===== src/rtl/irqb_pkg.sv =====
package irqb_pkg;
    localparam int ADDR_W = 10;
    localparam int WORD_W = 32;

    typedef enum logic [3:0] {
        RG_NONE,
        RG_TYPE,
        RG_SETEN,
        RG_CLREN,
        RG_SETPD,
        RG_CLRPD,
        RG_ACTIVE,
        RG_PRIO,
        RG_TRIG
    } region_e;

    typedef enum logic {
        BUS_IDLE,
        BUS_RESP
    } bus_state_e;
endpackage


===== src/rtl/irqb_decode.sv =====
module irqb_decode
    import irqb_pkg::*;
#(
    parameter int NUM_GROUPS = 2
) (
    input  logic [ADDR_W-1:0] addr,
    output region_e           region,
    output logic [3:0]        grp,
    output logic [7:0]        word
);
    localparam int PRIO_WORDS = NUM_GROUPS * 8;

    logic grp_ok;

    assign grp    = addr[3:0];
    assign word   = addr[7:0];
    assign grp_ok = {28'd0, addr[3:0]} < 32'(NUM_GROUPS);

    always_comb begin
        region = RG_NONE;
        unique case (addr[9:8])
            2'b00: begin
                unique case (addr[7:4])
                    4'h0:    if (addr[3:0] == 4'd0) region = RG_TYPE;
                    4'h1:    if (grp_ok) region = RG_SETEN;
                    4'h2:    if (grp_ok) region = RG_CLREN;
                    4'h3:    if (grp_ok) region = RG_SETPD;
                    4'h4:    if (grp_ok) region = RG_CLRPD;
                    4'h5:    if (grp_ok) region = RG_ACTIVE;
                    default: region = RG_NONE;
                endcase
            end
            2'b01:   if ({24'd0, addr[7:0]} < 32'(PRIO_WORDS)) region = RG_PRIO;
            2'b10:   if (addr[7:0] == 8'd0) region = RG_TRIG;
            default: region = RG_NONE;
        endcase
    end
endmodule


===== src/rtl/irqb_state.sv =====
module irqb_state
    import irqb_pkg::*;
#(
    parameter int NUM_GROUPS = 2
) (
    input  logic                       clk,
    input  logic                       rst_n,
    input  logic                       wr_en,
    input  region_e                    region,
    input  logic [3:0]                 grp,
    input  logic [WORD_W-1:0]          wdata,
    input  logic [32*NUM_GROUPS-1:0]   hw_req,
    output logic [32*NUM_GROUPS-1:0]   enable,
    output logic [32*NUM_GROUPS-1:0]   pending
);
    localparam int NUM_LINES = 32 * NUM_GROUPS;

    logic [NUM_LINES-1:0] en_q, pd_q;
    logic [NUM_LINES-1:0] set_en, clr_en, set_pd, clr_pd, trig;
    logic [8:0]           trig_id;

    assign trig_id = wdata[8:0];

    always_comb begin
        set_en = '0;
        clr_en = '0;
        set_pd = '0;
        clr_pd = '0;
        for (int g = 0; g < NUM_GROUPS; g++) begin
            if (wr_en && grp == 4'(g)) begin
                unique case (region)
                    RG_SETEN: set_en[32*g +: 32] = wdata;
                    RG_CLREN: clr_en[32*g +: 32] = wdata;
                    RG_SETPD: set_pd[32*g +: 32] = wdata;
                    RG_CLRPD: clr_pd[32*g +: 32] = wdata;
                    default:  ;
                endcase
            end
        end
    end

    always_comb begin
        trig = '0;
        for (int i = 0; i < NUM_LINES; i++) begin
            trig[i] = wr_en && (region == RG_TRIG) && (trig_id == 9'(i));
        end
    end

    always_ff @(posedge clk or negedge rst_n) begin
        if (!rst_n) begin
            en_q <= '0;
            pd_q <= '0;
        end else begin
            en_q <= (en_q & ~clr_en) | set_en;
            pd_q <= (pd_q & ~clr_pd) | set_pd | trig | hw_req;
        end
    end

    assign enable  = en_q;
    assign pending = pd_q;

    assert_hw_sets_pending_R4: assert property (@(posedge clk) disable iff (!rst_n)
        (|hw_req) |=> ((pd_q & $past(hw_req)) == $past(hw_req)));

    assert_pending_sticky_R4: assert property (@(posedge clk) disable iff (!rst_n)
        !(wr_en && region == RG_CLRPD) |=> ((pd_q & $past(pd_q)) == $past(pd_q)));

    assert_enable_bus_only_R1: assert property (@(posedge clk) disable iff (!rst_n)
        !(wr_en && (region == RG_SETEN || region == RG_CLREN)) |=> $stable(en_q));
endmodule


===== src/rtl/irqb_prio.sv =====
module irqb_prio
    import irqb_pkg::*;
#(
    parameter int NUM_GROUPS = 2
) (
    input  logic                        clk,
    input  logic                        rst_n,
    input  logic                        wr_en,
    input  region_e                     region,
    input  logic [7:0]                  word,
    input  logic [WORD_W-1:0]           wdata,
    output logic [WORD_W-1:0]           rd_word,
    output logic [256*NUM_GROUPS-1:0]   prio_flat
);
    localparam int PRIO_WORDS = NUM_GROUPS * 8;

    logic [WORD_W-1:0] prio_q [PRIO_WORDS];

    for (genvar w = 0; w < PRIO_WORDS; w++) begin : g_word
        always_ff @(posedge clk or negedge rst_n) begin
            if (!rst_n) begin
                prio_q[w] <= '0;
            end else if (wr_en && region == RG_PRIO && word == 8'(w)) begin
                prio_q[w] <= wdata;
            end
        end
        assign prio_flat[WORD_W*w +: WORD_W] = prio_q[w];
    end

    always_comb begin
        rd_word = '0;
        for (int w = 0; w < PRIO_WORDS; w++) begin
            if (word == 8'(w)) rd_word = prio_q[w];
        end
    end

    assert_prio_write_only_R6: assert property (@(posedge clk) disable iff (!rst_n)
        !(wr_en && region == RG_PRIO) |=> $stable(prio_flat));
endmodule


===== src/rtl/irqb_bank.sv =====
module irqb_bank
    import irqb_pkg::*;
#(
    parameter int NUM_GROUPS = 2
) (
    input  logic                        clk,
    input  logic                        rst_n,
    input  logic                        bus_req,
    input  logic                        bus_we,
    input  logic [9:0]                  bus_addr,
    input  logic [31:0]                 bus_wdata,
    output logic [31:0]                 bus_rdata,
    output logic                        bus_rvalid,
    input  logic [32*NUM_GROUPS-1:0]    hw_req,
    input  logic [32*NUM_GROUPS-1:0]    hw_active,
    output logic [32*NUM_GROUPS-1:0]    irq_enable,
    output logic [32*NUM_GROUPS-1:0]    irq_pending,
    output logic [256*NUM_GROUPS-1:0]   irq_priority
);
    region_e           region;
    logic [3:0]        grp;
    logic [7:0]        word;
    logic              wr_en, rd_en;
    logic [31:0]       prio_word, en_w, pd_w, act_w, rd_mux;
    bus_state_e        state_q, state_d;
    logic [31:0]       rdata_q;

    assign wr_en = bus_req && bus_we;
    assign rd_en = bus_req && !bus_we;

    irqb_decode #(.NUM_GROUPS(NUM_GROUPS)) u_decode (
        .addr   (bus_addr),
        .region (region),
        .grp    (grp),
        .word   (word)
    );

    irqb_state #(.NUM_GROUPS(NUM_GROUPS)) u_state (
        .clk     (clk),
        .rst_n   (rst_n),
        .wr_en   (wr_en),
        .region  (region),
        .grp     (grp),
        .wdata   (bus_wdata),
        .hw_req  (hw_req),
        .enable  (irq_enable),
        .pending (irq_pending)
    );

    irqb_prio #(.NUM_GROUPS(NUM_GROUPS)) u_prio (
        .clk       (clk),
        .rst_n     (rst_n),
        .wr_en     (wr_en),
        .region    (region),
        .word      (word),
        .wdata     (bus_wdata),
        .rd_word   (prio_word),
        .prio_flat (irq_priority)
    );

    always_comb begin
        en_w  = '0;
        pd_w  = '0;
        act_w = '0;
        for (int g = 0; g < NUM_GROUPS; g++) begin
            if (grp == 4'(g)) begin
                en_w  = irq_enable[32*g +: 32];
                pd_w  = irq_pending[32*g +: 32];
                act_w = hw_active[32*g +: 32];
            end
        end
    end

    always_comb begin
        unique case (region)
            RG_TYPE:            rd_mux = 32'(NUM_GROUPS - 1) & 32'hF;
            RG_SETEN, RG_CLREN: rd_mux = en_w;
            RG_SETPD, RG_CLRPD: rd_mux = pd_w;
            RG_ACTIVE:          rd_mux = act_w;
            RG_PRIO:            rd_mux = prio_word;
            default:            rd_mux = '0;
        endcase
    end

    always_comb begin
        state_d = state_q;
        unique case (state_q)
            BUS_IDLE: if (rd_en) state_d = BUS_RESP;
            BUS_RESP: state_d = rd_en ? BUS_RESP : BUS_IDLE;
            default:  state_d = BUS_IDLE;
        endcase
    end

    always_ff @(posedge clk or negedge rst_n) begin
        if (!rst_n) state_q <= BUS_IDLE;
        else        state_q <= state_d;
    end

    always_ff @(posedge clk or negedge rst_n) begin
        if (!rst_n)     rdata_q <= '0;
        else if (rd_en) rdata_q <= rd_mux;
        else            rdata_q <= '0;
    end

    assign bus_rvalid = (state_q == BUS_RESP);
    assign bus_rdata  = rdata_q;

    assert_read_latency_R9: assert property (@(posedge clk) disable iff (!rst_n)
        rd_en |=> bus_rvalid);

    assert_no_spurious_valid_R9: assert property (@(posedge clk) disable iff (!rst_n)
        !rd_en |=> !bus_rvalid);

    assert_unmapped_zero_R9: assert property (@(posedge clk) disable iff (!rst_n)
        (rd_en && region == RG_NONE) |=> (bus_rdata == 32'd0));

    assert_type_value_R8: assert property (@(posedge clk) disable iff (!rst_n)
        (rd_en && region == RG_TYPE) |=> (bus_rdata == (32'(NUM_GROUPS - 1) & 32'hF)));
endmodule


===== config.mk =====
export PLATFORM = sky130hd
export DESIGN_NAME = irqb_bank
export DESIGN_NICKNAME = d
export VERILOG_FILES = /design/src/rtl/irqb_pkg.sv /design/src/rtl/irqb_decode.sv /design/src/rtl/irqb_state.sv /design/src/rtl/irqb_prio.sv /design/src/rtl/irqb_bank.sv
export SDC_FILE = /design/constraint.sdc
export NUM_CORES = 1
export LEC_CHECK = 0
export ABC_CLOCK_PERIOD_IN_PS = 2400
export BUFFER_PORTS_ARGS = -buffer_cell sky130_fd_sc_hd__buf_2
export CAP_MARGIN = 25
export CORE_AREA = 5 5 327 329
export CTS_BUF_LIST = sky130_fd_sc_hd__clkbuf_16
export DETAILED_ROUTE_END_ITERATION = 10
export DIE_AREA = 0 0 332 334
export PLACE_DENSITY = 0.48
export SETUP_SLACK_MARGIN = 0.05
export SYNTH_ARGS = -nofsm -noshare
export SYNTH_HDL_FRONTEND = slang
export SYNTH_SLANG_ARGS = --single-unit

===== constraint.sdc =====
create_clock -name clk -period 2.4 [get_ports clk]
set_clock_uncertainty 0.05 [all_clocks]
set_input_delay 0.24 -clock clk [delete_from_list [all_inputs] [get_ports clk]]
set_output_delay 0.24 -clock clk [all_outputs]
set_load 0.02 [all_outputs]

## Word-level counts from Yosys, hierarchy flattened

Cells that the tools add are included.

| cells by class | value |
|---|---|
| add/subtract/negate cells | 0 |
| $mul | 0 |
| div/mod/pow operators | 0 |
| magnitude comparators | 2 |
| equal/unequal tests | 94 |
| shift-type cells | 0 |
| mux-type cells | 47 |
| bitwise operators | 8 |
| reductions and logical operators | 94 |

Operators with widths:

| operator | count |
|---|---|
| $mux W32 | 35 |
| $eq A9 B6 Y1 const B | 32 |
| $or A64 B64 Y64 | 4 |
| $pmux W32 S5 | 1 |
| $eq A9 B5 Y1 const B | 16 |
| $and A64 B64 Y64 | 2 |
| $not A64 Y64 | 2 |
| $logic_and A1 B1 Y1 | 86 |
| $eq A9 B4 Y1 const B | 8 |
| $eq A8 B4 Y1 const B | 8 |
| $eq A9 B3 Y1 const B | 4 |
| $eq A8 B3 Y1 const B | 4 |
| $eq A4 B3 Y1 const B | 6 |
| $pmux W4 S6 | 1 |
| $eq A9 B2 Y1 const B | 2 |
| $eq A4 B2 Y1 const B | 4 |
| $eq A8 B2 Y1 const B | 2 |
| $eq A4 B1 Y1 const B | 3 |
| $mux W3 | 4 |
| $pmux W4 S3 | 1 |
| $eq A9 B1 Y1 const B | 1 |
| $logic_not A9 Y1 | 1 |
| $eq A8 B1 Y1 const B | 1 |
| $logic_not A4 Y1 | 2 |
| other kinds (12) | 15 |

| word-level totals | value |
|---|---|
| bits in registers | 673 |
| latch bits | 0 |
| RAM bits | 0 |
| bits in read-only memories | 0 |
| bits of input ports | 174 |
| output and inout bits | 673 |
| memories kept | 0 |

## Depth between registers and ports, before layout

| logic depth | value |
|---|---|
| word-level depth | 19 |
| depth in mapped cells | 10 |

## Hierarchy

Synthesis repeated with hierarchy kept, for this count alone.

| second synthesis, totals | value |
|---|---|
| cells, all modules | 2,711 |
| area, all modules | 34,082.7 µm² |

By module, submodules not included:

| module | instances | cells an instance | area an instance (µm²) | seq. area each (µm²) |
|---|---|---|---|---|
| irqb_prio | 1 | 1,769 | 24,124.4 | 12,812.3 |
| irqb_state | 1 | 644 | 6,896.6 | 3,203.1 |
| irqb_bank | 1 | 271 | 2,841.5 | 825.8 |
| irqb_decode | 1 | 27 | 220.2 | 0.0 |

## Worst setup path after synthesis

Ideal clock, no wire load.

| timing | value |
|---|---|
| path kind | input to register |
| start point | input port bus_addr[1] |
| end point | register u_state.pd_q[2], in the netlist u_state.pending[2] |
| library setup time | 0.136 ns |
| arrival time | 2.230 ns |
| path slack | -0.016 ns |
| cell stages on the path | 9 |
| path buffers | 3 |
| cells stage by stage | clkbuf_1 > or3_4 > or4_1 > buf_2 > nor4_4 > buf_6 > nand2_1 > a221oi_1 > o21ai_0 |

| between the ends | value |
|---|---|
| cells in the longest elaborated chain, start to end | 12 |
| elaborated cells on any way between the ends | 29 |
| classes of those cells | 2 x order compare; 3 x eq/ne; 14 x mux; 5 x bitwise; 5 x reduce/logical |

RTL lines:

| what | line | source |
|---|---|---|
| start, declared | irqb_bank.sv:10 | `input logic [9:0] bus_addr,` |
| $lt A4 B2 Y1 or $logic_not A4 Y1 (tied branches) | irqb_decode.sv:17, irqb_decode.sv:24, irqb_state.sv:30 |  |
| $mux W3 (tied with other cells) | irqb_decode.sv:28 | `4'h4: if (grp_ok) region = RG_CLRPD;` |
| $pmux W4 S6 | irqb_decode.sv:23 | `unique case (addr[7:4])` |
| $pmux W4 S3 | irqb_decode.sv:21 | `unique case (addr[9:8])` |
| $eq A4 B3 Y1 | irqb_state.sv:31 | `unique case (region)` |
| $mux W32 | irqb_state.sv:31 |  |
| $mux W32 | irqb_state.sv:30 | `if (wr_en && grp == 4'(g)) begin` |
| $not A64 Y64 | irqb_state.sv:55 | `pd_q <= (pd_q & ~clr_pd) \| set_pd \| trig \| hw_req;` |
| $and A64 B64 Y64 | irqb_state.sv:55 |  |
| $or A64 B64 Y64 | irqb_state.sv:55 |  |
| $or A64 B64 Y64 (*) (2 in a row) | irqb_state.sv:55 |  |
| end signal, assigned | irqb_state.sv:55 |  |
| end, declared | irqb_state.sv:18 | `logic [NUM_LINES-1:0] en_q, pd_q;` |

Mark *: on every way between the ends. The rest lies on a longest branch, timed or not.
A chain may end at the register's enable or synchronous reset.

## Worst setup path in the final report

| timing | value |
|---|---|
| start point | input port bus_addr[6] |
| end point | register rdata_q[12], in the netlist bus_rdata[12] |

| between the ends | value |
|---|---|
| cells in the longest elaborated chain, start to end | 19 |
| elaborated cells on any way between the ends | 54 |
| classes of those cells | 1 x order compare; 27 x eq/ne; 22 x mux; 4 x reduce/logical |

RTL lines:

| what | line | source |
|---|---|---|
| $logic_not A8 Y1 | irqb_decode.sv:34, irqb_prio.sv:33 |  |
| $mux W32 (16 in a row) | irqb_prio.sv:33 | `if (word == 8'(w)) rd_word = prio_q[w];` |
| $pmux W32 S5 (*) | irqb_bank.sv:75 | `unique case (region)` |
| $mux W32 (*) | irqb_bank.sv:101 | `else if (rd_en) rdata_q <= rd_mux;` |
| end signal, assigned | irqb_bank.sv:101 |  |
| end, declared | irqb_bank.sv:26 | `logic [31:0] rdata_q;` |

Marks and branches as above.

==> metrics.md <==
| Metric | Value |
|---|---|
| Final-stage net count | 4,044 |
| Minimum clock period after layout | 2390 ps |
| First-pass GRT wire length | 246,000 um |
| Port bufs | 846 |
| Clk slew on worst S/H paths | 60 ps |
| Dpl hpwl | 136,000 um |
| Critical path arrival | 2910 ps |
| Mapped Cells | 2,755 |
| CP most frequent cell | buf_4 |
| Synth Net Count | 2,929 |
| Final Cycle Share | 0.997 |
| Final Hold Vio Count | 0 |
| Synth unique cells | 74 |
| CP Max Fanout | 8 |
| Max Slew Vio Count | 0 |
| CP Data Required Time | 2920 ps |
| Skew-Pair Late Insertion Delay | 670 ps |
| Placed insts | 5,094 |
| Via density per instance | 5.55 |
| Vias | 29,475 |
| Status | completed |
| Cell Area, Synth | 0.0327 mm^2 |
| Die Y | 334 um |
| Yosys top cell by area | dfrtp_1 |
| I/O pin total | 847 |
| Largest net degree at the start of global routing | 81 |
| Leak | 0.0227 uW |
| Min-delay worst type | primary input to flop |
| Worst path slowest cell | a2111oi_1 |
| Critical Path End Type | flop |
| Starting Density | 0.317 |
| H-tree depth | 3 |
| Yosys Warn Count | 0 |
| Max-cap check violation count | 0 |
| Root buf cell | clkbuf_16 |
| Slew @ Worst Pin | 833 ps |
| Grt total ovfl | 0 |
| Clock sinks | 673 |
| Final Setup Violations | 0 |
| Worst-case reg-to-reg path depth | 8 |
| WP depth | 10 |
| Relative slew slack | 0.443 |
| Fin util | 0.434 |
| Longest Clk Path Bufs | 3 |
| Rows | 118 |
| Delay-heaviest family, CP | compound AO/OA/AOI/OAI gates |
| Number of flops mapped to enable cells by yosys | 0 |
| Pre-CTS WS | -670 ps |
| Sequential share of the synthesized area | 0.516 |
| Routability cong. | 0.901 |
| Fmax | 418 MHz |
| Top FF cell, synth | dfrtp_1 |
| TritonCTS Buffers | 81 |
| Synth top area share | 0.516 |
| Critical Setup Path Class | primary input to flop |
| Crit path launch type | primary input |
| Hold depth | 5 |
| Die area | 0.111 mm^2 |
| Pwr per Cell Area | 576 mW/mm^2 |
| Core ar. | 0.103 mm^2 |
| Share of post-route cells with drive strength above 1 | 0.503 |
| DRT Wirelength | 176,000 um |
| Critical path, cell by cell | buf_2, or4_4, nor3_4, buf_4, buf_4, nand2_1, a2111oi_1, buf_4, a211oi_1, o21ai_0 |
| Antenna violations before repair | 15 |
| Wirelength per Cell | 33.1 um |
| FF+latch count, synth | 673 |
| TritonRoute pass-1 iters | 5 |
| TNS Setup | 0 ps |
| Total power | 25,800 uW |
| IR drop worst, VDD | 0.435 mV |
| Synth top area cells | dfrtp_1, mux2_2, mux2i_1 |
| Crit path buf inv count | 4 |
| DRT iter0 DRCs | 2,337 |
| Antenna-violating nets left | 0 |
| Fin worst setup slack | 7.97 ps |
| Async set or reset register ratio after synthesis | 1.00 |
| Number of global-route vias before repair | 29,925 |
| # Post-CTS Setup Buffers | 0 |
| DRC viols | 0 |
| RSZ-0062 raised after global routing | true |
| Syn_area_per_cell | 11.9 um^2 |
| Gr usage total | 0.307 |
| Chip width | 332 um |
| Non-filler cells, final | 5,315 |
| CP peak stage delay | 730 ps |
| CTS tree | yes |
| Area Growth Syn to Fin | 37.2% |
==> Yosys cell counts (all sizes together), types with 4 or more instances <==
cell and count:
a211o 11, a211oi 17, a21oi 118, a221oi 67
a22o 5, a22oi 68, a31oi 18, a32oi 7
and2 5, and3 13, buf 142, clkbuf 124
dfrtp 673, inv 8, mux2 612, mux2i 104
mux4 16, nand2 206, nand2b 8, nand3 37
nand3b 7, nand4 9, nor2 130, nor2b 12
nor3 22, nor3b 10, nor4 7, o211ai 7
o21ai 129, o221ai 18, o22a 4, o22ai 84
o31a 5, or2 4, or3 5
==> per-stage QoR <==
step	area (um^2)	hold WS, ps
floorplan	32700	-106
global placement	41400	163
detailed placement	41400	170
CTS	44800	1.62
global route	44800	53.2
finish	44800	47.7
==> worst min-delay path, cell delays in order <==
cell     delay [ps]
buf_2            80
a22oi_1          80
nor2_1           90
o21ai_0         120
o21ai_0         100
==> flip-flops by register name (all words and copies together), names as in the netlist <==
| name | cells |
|---|---|
| bus_rdata | 32 |
| bus_rvalid | 1 |
| u_prio.prio_flat | 512 |
| u_state.enable | 64 |
| u_state.pending | 64 |
==> metal layers <==
| layer | GRT usage | part of all wire |
|---|---|---|
| met5 | 0 | 0.00034 |
| met4 | 0.113 | 0.042 |
| met2 | 0.500 | 0.47 |
| met3 | 0.0660 | 0.074 |
| met1 | 0.405 | 0.42 |
==> repair_timing <==
item | in CTS | in global routing
pin swaps | 0 | 4
hold endpoints to repair | 506 | 0
hold buffers | 73 | 0
setup endpoints to repair | 3 | 6
gates resized for setup | 3 | 8
==> cells in the final DEF (no fill, tap or decap), types with 73 or more instances in the layout <==
master and n:
buf_2 843, dfrtp_1 673, mux2_2 560, buf_4 297, nand2_1 197, a21oi_1 117, nor2_1 115, mux2i_1 104
o22ai_1 84, clkbuf_16 82, buf_12 82, dlygate4sd3_1 73
==> path summary, 6_finish.rpt <==
check | startpoint | endpoint | slack (ps)
setup / recovery | bus_addr[6] | bus_rdata[12] | 8
hold / removal | hw_active[10] | bus_rdata[10] | 50
setup reg to reg | u_prio.prio_flat[250] | bus_rdata[26] | 130
hold reg to reg | u_prio.prio_flat[157] | u_prio.prio_flat[157] | 470
max in group asynchronous | rst_n | u_state.pending[10] | 1300
min in group asynchronous | rst_n | u_state.enable[30] | 70
==> cell type report <==
type / instances / area (um^2)
well taps: 1380 / 1730
fillers: 10060 / 58400
diodes: 3 / 7.51
repair buffers: 1298 / 8860
clock inverters: 63 / 593
clock buffers: 82 / 2050
inverters: 8 / 30.0
flip-flops and latches: 673 / 16800
multi-input cells: 1808 / 14700
==> logic make-up after synthesis <==
kind of cell / Yosys count / share of synthesized area
compound gates: 592 / 0.120
flops: 673 / 0.516
xor+xnor: 2 / 0.000536
buf+inv: 274 / 0.0403
simple gates: 482 / 0.0700
mux: 732 / 0.254
==> where the power goes <==
group | leakage (uW) | internal, uW | total, uW | switching [uW]
registers | 0.00906 | 11400 | 11400 | 9.96
logic | 0.0123 | 611 | 1840 | 1230
clock network | 0.00133 | 7300 | 12600 | 5290
total | 0.0227 | 19300 | 25800 | 6530
Note: power is estimated with default switching activity, not from simulation.
